### src/rtl/dec_pkg.sv
package dec_pkg;

  localparam int CNT_W = 8;

  typedef struct packed {
    logic             h_en;
    logic             h_mode;
    logic             v_en;
    logic             v_mode;
    logic             unit4;
    logic [CNT_W-1:0] h_cnt;
    logic [CNT_W-1:0] v_cnt;
  } dec_cfg_t;

  // Count of zero is handled as one.
  function automatic logic [CNT_W-1:0] eff_count(input logic [CNT_W-1:0] c);
    return (c == '0) ? CNT_W'(1) : c;
  endfunction

  // Index of the last element inside one unit.
  function automatic logic [1:0] unit_last(input logic unit4);
    return unit4 ? 2'd3 : 2'd1;
  endfunction

  // Keep decision for unit index k within a period of n+1 units.
  function automatic logic phase_keep(input logic mode,
                                      input logic [CNT_W-1:0] k,
                                      input logic [CNT_W-1:0] n);
    return mode ? (k == n) : (k < n);
  endfunction

endpackage

### src/rtl/dec_cfg_shadow.sv
module dec_cfg_shadow
  import dec_pkg::*;
(
  input  logic     clk,
  input  logic     rst_n,
  input  logic     load,
  input  dec_cfg_t cfg_in,
  output dec_cfg_t cfg_eff
);

  dec_cfg_t shadow_q;

  always_ff @(posedge clk or negedge rst_n) begin
    if (!rst_n)    shadow_q <= '0;
    else if (load) shadow_q <= cfg_in;
  end

  // The frame-start pixel already sees the new settings.
  assign cfg_eff = load ? cfg_in : shadow_q;

endmodule

### src/rtl/dec_pattern.sv
module dec_pattern
  import dec_pkg::*;
(
  input  logic             clk,
  input  logic             rst_n,
  input  logic             step,
  input  logic             restart,
  input  logic             en,
  input  logic             mode,
  input  logic             unit4,
  input  logic [CNT_W-1:0] count,
  output logic             keep
);

  logic [1:0]       pix_q;
  logic [CNT_W-1:0] unit_q;
  logic [1:0]       cur_pix;
  logic [CNT_W-1:0] cur_unit;
  logic [CNT_W-1:0] n_eff;
  logic             unit_end;

  assign n_eff    = eff_count(count);
  assign cur_pix  = restart ? 2'd0 : pix_q;
  assign cur_unit = restart ? '0 : unit_q;
  assign unit_end = (cur_pix == unit_last(unit4));
  assign keep     = !en || phase_keep(mode, cur_unit, n_eff);

  always_ff @(posedge clk or negedge rst_n) begin
    if (!rst_n) begin
      pix_q  <= 2'd0;
      unit_q <= '0;
    end else if (step) begin
      if (unit_end) begin
        pix_q  <= 2'd0;
        unit_q <= (cur_unit >= n_eff) ? '0 : CNT_W'(cur_unit + 1'b1);
      end else begin
        pix_q  <= cur_pix + 2'd1;
        unit_q <= cur_unit;
      end
    end
  end

endmodule

### src/rtl/dec_marker.sv
module dec_marker (
  input  logic clk,
  input  logic rst_n,
  input  logic valid,
  input  logic sol,
  input  logic sof,
  input  logic emit,
  output logic mark_sol,
  output logic mark_sof
);

  logic sol_pend_q;
  logic sof_pend_q;

  assign mark_sol = (valid && (sol || sof)) || sol_pend_q;
  assign mark_sof = (valid && sof) || sof_pend_q;

  always_ff @(posedge clk or negedge rst_n) begin
    if (!rst_n) begin
      sol_pend_q <= 1'b0;
      sof_pend_q <= 1'b0;
    end else if (emit) begin
      sol_pend_q <= 1'b0;
      sof_pend_q <= 1'b0;
    end else if (valid) begin
      sol_pend_q <= mark_sol;
      sof_pend_q <= mark_sof;
    end
  end

endmodule

### src/rtl/video_decimator.sv
module video_decimator
  import dec_pkg::*;
#(
  parameter int DATA_W = 16
) (
  input  logic              clk,
  input  logic              rst_n,
  input  logic              cfg_h_en,
  input  logic              cfg_h_mode,
  input  logic              cfg_v_en,
  input  logic              cfg_v_mode,
  input  logic              cfg_unit4,
  input  logic [CNT_W-1:0]  cfg_h_count,
  input  logic [CNT_W-1:0]  cfg_v_count,
  input  logic              in_valid,
  input  logic              in_sol,
  input  logic              in_sof,
  input  logic [DATA_W-1:0] in_data,
  output logic              out_valid,
  output logic              out_sol,
  output logic              out_sof,
  output logic [DATA_W-1:0] out_data
);

  dec_cfg_t cfg_live;
  dec_cfg_t cfg_eff;

  logic frame_load;
  logic line_start;
  logic eff_h_en, eff_h_mode, eff_v_en, eff_v_mode;
  logic h_keep, v_keep;
  logic row_keep_q, row_keep_now;
  logic emit;
  logic mark_sol, mark_sof;

  assign cfg_live = '{h_en: cfg_h_en, h_mode: cfg_h_mode, v_en: cfg_v_en,
                      v_mode: cfg_v_mode, unit4: cfg_unit4,
                      h_cnt: cfg_h_count, v_cnt: cfg_v_count};

  assign frame_load = in_valid && in_sof;
  assign line_start = in_valid && (in_sol || in_sof);

  dec_cfg_shadow u_shadow (
    .clk(clk), .rst_n(rst_n), .load(frame_load),
    .cfg_in(cfg_live), .cfg_eff(cfg_eff)
  );

  assign eff_h_en   = cfg_eff.h_en;
  assign eff_h_mode = cfg_eff.h_mode;
  assign eff_v_en   = cfg_eff.v_en;
  assign eff_v_mode = cfg_eff.v_mode;

  dec_pattern u_hpat (
    .clk(clk), .rst_n(rst_n), .step(in_valid), .restart(line_start),
    .en(eff_h_en), .mode(eff_h_mode), .unit4(cfg_eff.unit4),
    .count(cfg_eff.h_cnt), .keep(h_keep)
  );

  dec_pattern u_vpat (
    .clk(clk), .rst_n(rst_n), .step(line_start), .restart(frame_load),
    .en(eff_v_en), .mode(eff_v_mode), .unit4(cfg_eff.unit4),
    .count(cfg_eff.v_cnt), .keep(v_keep)
  );

  always_ff @(posedge clk or negedge rst_n) begin
    if (!rst_n)          row_keep_q <= 1'b1;
    else if (line_start) row_keep_q <= v_keep;
  end

  assign row_keep_now = line_start ? v_keep : row_keep_q;
  assign emit         = in_valid && h_keep && row_keep_now;

  dec_marker u_marker (
    .clk(clk), .rst_n(rst_n), .valid(in_valid), .sol(in_sol), .sof(in_sof),
    .emit(emit), .mark_sol(mark_sol), .mark_sof(mark_sof)
  );

  always_ff @(posedge clk or negedge rst_n) begin
    if (!rst_n) begin
      out_valid <= 1'b0;
      out_sol   <= 1'b0;
      out_sof   <= 1'b0;
      out_data  <= '0;
    end else begin
      out_valid <= emit;
      out_sol   <= emit && mark_sol;
      out_sof   <= emit && mark_sof;
      if (emit) out_data <= in_data;
    end
  end

endmodule

### config.mk
export PLATFORM = sky130hd
export DESIGN_NAME = video_decimator
export DESIGN_NICKNAME = d
export VERILOG_FILES = /design/src/rtl/dec_pkg.sv /design/src/rtl/dec_cfg_shadow.sv /design/src/rtl/dec_pattern.sv /design/src/rtl/dec_marker.sv /design/src/rtl/video_decimator.sv
export SDC_FILE = /design/constraint.sdc
export NUM_CORES = 1
export LEC_CHECK = 0
export BUFFER_PORTS_ARGS = -buffer_cell sky130_fd_sc_hd__buf_2
export CORE_UTILIZATION = 55
export DETAILED_ROUTE_END_ITERATION = 16
export PLACE_DENSITY = 0.79
export SYNTH_ARGS = -nofsm -noshare
export SYNTH_HDL_FRONTEND = slang
export SYNTH_SLANG_ARGS = --single-unit
### constraint.sdc
create_clock -name clk -period 4.1 [get_ports clk]
set_input_delay 0.205 -clock clk [delete_from_list [all_inputs] [get_ports clk]]
set_output_delay 0.205 -clock clk [all_outputs]
set_load 0.1 [all_outputs]
# Word-level counts from Yosys, hierarchy flattened
# Cells that the tools add are included.
# op_classes
n_addsub	4
n_lt_le_gt_ge	4
eq_ne	4
n_mux	21
n_reduce_logical	16
# op_table
cell	count
2-to-1 mux 8 bit	8
2-to-1 mux 21 bit	1
adder 8 x 1 -> 8 bit (second input constant)	2
equality test 8 bit	2
greater-or-equal comparator 8 bit	2
logical NOT 8 bit	2
< comparator 8 bit	2
2-to-1 mux 2 bit	5
2-to-1 mux 1 bit	7
logical AND 1 bit	6
logical OR 1 bit	5
adder 2 x 1 -> 2 bit (second input constant)	2
equality test 2 bit	2
logical NOT 1 bit	2
nonzero test 2 bit	1
# totals
regBits	63
input_bits	42
out_inout_bits	19
word_cells	67

# Logic depth before layout (Yosys ltp)
# logic_depth
ltp_word	10
depth_mapped	15
depth_no_buf	12

# Cells and area by module
# Synthesis repeated with hierarchy kept, for this count alone.
# unflattened
hier_cells	330
hier_area_um2	3659.8
# by_module_without_submodules
module	instances	cells_per_inst	area_each_um2	seq_area_each_um2
dec_pattern at u_hpat	1	118	955.9	250.2
dec_pattern at u_vpat	1	114	949.7	250.2
dec_cfg_shadow	1	44	859.6	525.5
video_decimator	1	46	805.8	501.7
dec_marker	1	8	88.8	50.0

# Least setup slack after synthesis
# Ideal clock, no wire load.
# synth_path
kind	input to register
from	in in_valid
to	reg out_data[0]
setup_time_ns	0.125
arrival_time_ns	2.854
required_time_ns	3.975
setup_slack_ns	1.121
stages	15
n_path_buf	4
cell_sequence	nand2_2 buf_6 clkbuf_1 clkbuf_1 nand2_1 nand2_1 inv_1 ha_1 nor2b_1 o211ai_1 a21oi_1 o311ai_0 nand3_2 buf_6 mux2_4
# synth_rtl
element	line_no	source
start: declaration	video_decimator.sv:15	input logic in_valid,
end signal: assignment	video_decimator.sv:88	if (emit) out_data <= in_data;
end: declaration	video_decimator.sv:22	output logic [DATA_W-1:0] out_data

==> metrics <==
sequential cell area fraction in the yosys report 0.458; RePlAce Congestion a little under 0.9; CORE AREA 5990 um^2; Worst-path clk slew 80 ps; worst-skew pair later-pin latency 340 ps; R2R Path End out_data[3]; Die W 81.2 um; Nets 476; Max Cap Violations 0; FFs w/ async S/R, synth 1.00; global-route wire length before repair 12400 um; antenna-violating nets left 0; final setup fails 0; worst slew margin relative to its limit 0.476; row cnt 28; Die Area ~6600 um^2; DPL Wire Length 5520 um; Cell variety after synth 45; routed length on met2 3720 um; vias in the first global route 2713; H-tree depth 3; CTS tree built; initial DRC count ~180; gr ovfl total 0; min Tclk post-route 3030 ps; # DRC 0; CP arrival 3260 ps; status finished, final reports clean; Post-Synthesis Cell Area 3450 um^2; Met1 Wirelength between 3000 and 4000 um; static leakage 2.03 nW; vias per cell 5.58; reg2reg start u_shadow.shadow_q[15]; drt total wl 7580 um; Met3 Wirelength 302 um; Cell Area, Placed 3810 um^2; Synthesized Nets slightly above 400; Yosys reg bits 63; pin count of the biggest net entering global routing 64; final non-filler cell total 496; crit-path max FO 38; reg-to-reg slack, setup 1180 ps; cell count after synthesis between 300 and 400; Setup crit end out_data[3]; Setup TNS 0 ps; Hold Path Class input port to asynchronous set/reset pin; Clock Path Buffers 2; CP startpoint in_valid; kind of end point of the critical path flop; post-synthesis average cell area 9.77 um^2; initial antenna violation count 0; Root Buffer clkbuf_8; Worst setup SP type input port; post-CTS sizing 0; pwr dens 574 nW/um^2; Final Cycle Share 0.740; top layer in use met4; via count 2769; Fmax 0.330 GHz; # diodes 0; Worst R2R Path Depth 12; Design Power 2.32 mW; Clock Sinks 63; Buffers on Ports 60; Initial Util 0.576; max-slew violations 0; Worst-Margin Slew 786 ps; Top FF cell, synth dfrtp_1; kind of critical path input port to flop; Final Hold Fails 0; 1st-pass router iterations 5; total track usage 0.251; post-route design area ~4000 um^2; Ports 61; # Post-CTS Setup Buffers 0; RSZ-0062 raised after global routing false; share of layout cells above drive strength 1 0.254; wire per inst 15.3 um; IR drop worst, VDD 431 uV; Final Util 0.674; DP Cell Count 480; Yosys Warn Count 0; Max Clock Skew 9.61 ps; CP required 4330 ps; Synth-to-Final Area Change 17.1%; Hold Buf Count CTS 0; number of synthesized flops with an enable pin 0; Die Ht 81.2 um; CTS buffer count 9
==> layer usage <==
layer,track usage,up-vias
li1,-,1360
met1,0.329,1319
met2,0.408,75
met3,0.0461,15
met4,0.105,0
met5,0,-
==> per-stage QoR <==
| step | hold slack (ps) | setup slack, ps |
|---|---|---|
| finish | 12.1 | 1070 |
| global route | 78.1 | 838 |
| CTS | 57.0 | 1070 |
| detailed placement | 422 | 716 |
| global placement | 417 | 801 |
| floorplan | -90.6 | 1120 |
==> worst max-delay path, stage by stage <==
cell and delay, ps:
buf_2 220, nand2_2 490, nand2_1 210, nand2_1 90
inv_1 100, a41o_1 200, ha_1 140, nor2b_1 40
o211ai_1 220, a21oi_1 100, o311ai_0 510, nand3_2 120
buf_4 250, mux2_4 330
==> cell usage in the layout, fill, tap and decap left out, types with 16 or more instances in the layout <==
cell / n
nand2_1: 63
dfrtp_1: 62
buf_2: 60
inv_1: 23
o21ai_0: 23
nor2_1: 22
ha_1: 18
mux2_4: 17
and2_1: 16
a21oi_1: 16
==> report_power, final <==
part           leakage [nW]  internal, mW  switching [mW]
Clock                 0.109         0.362           0.263
Sequential            0.777         0.740          0.0807
Combinational          1.14         0.240           0.630
Total                  2.03          1.34           0.974
==> cell families (layout without fill, tap and decap cells) <==
family / count (synthesis) / in the layout / share of synthesized area
AO/OA/AOI/OAI: 61 / 61 / 0.112
XOR/XNOR: 4 / 4 / 0.0102
AND/OR/NAND/NOR: 143 / 143 / 0.198
adder cells (fa/ha/maj): 18 / 18 / 0.0653
flip-flops: 63 / 63 / 0.458
buffers and inverters: 36 / 104 / 0.0457
multiplexers: 28 / 28 / 0.110
==> cell usage after synthesis (3+ instances only) <==
master | instances | area, um^2
o21ai_0 | 24 | 120
nor4_1 | 3 | 18.8
dfrtp_1 | 62 | 1550
a21oi_1 | 16 | 80.1
nand3_1 | 8 | 40.0
nand4_1 | 10 | 62.6
nor3_1 | 6 | 30.0
a31oi_1 | 3 | 18.8
nor2_1 | 22 | 82.6
and2_1 | 16 | 100
mux2i_1 | 8 | 80.1
o311ai_0 | 3 | 26.3
nand2_1 | 63 | 236
inv_1 | 23 | 86.3
clkbuf_1 | 10 | 37.5
ha_1 | 18 | 225
mux2_4 | 17 | 255
nor2b_1 | 3 | 18.8
buf_6 | 3 | 33.8
==> layout make-up <==
cell class,count,area (um^2)
Clock buffer,10,138
Tap cell,75,93.8
Clock inverter,6,92.6
Inverter,23,86.3
Fill cell,437,1950
Sequential cell,63,1580
Multi-Input combinational cell,254,1710
Timing Repair Buffer,65,338
==> sequential cells by signal (all words and copies together) (netlist names) <==
register,count
u_vpat.pix_q,2
u_marker.sol_pend_q,1
out_valid,1
u_vpat.unit_q,8
out_sof,1
u_hpat.unit_q,8
row_keep_q,1
u_shadow.shadow_q,21
out_data,16
u_hpat.pix_q,2
u_marker.sof_pend_q,1
out_sol,1
==> how the worst min path moves through the flow <==
stage / start / end / depth (start not counted)
finish: rst_n / u_vpat.unit_q[5] / 2
global route: in_data[10] / out_data[10] / 2
floorplan: rst_n / out_data[0] / 0
global placement: rst_n / u_vpat.unit_q[4] / 2
detailed placement: rst_n / u_vpat.unit_q[4] / 2
CTS: rst_n / u_vpat.unit_q[3] / 2
(Power assumes the default switching activity.)
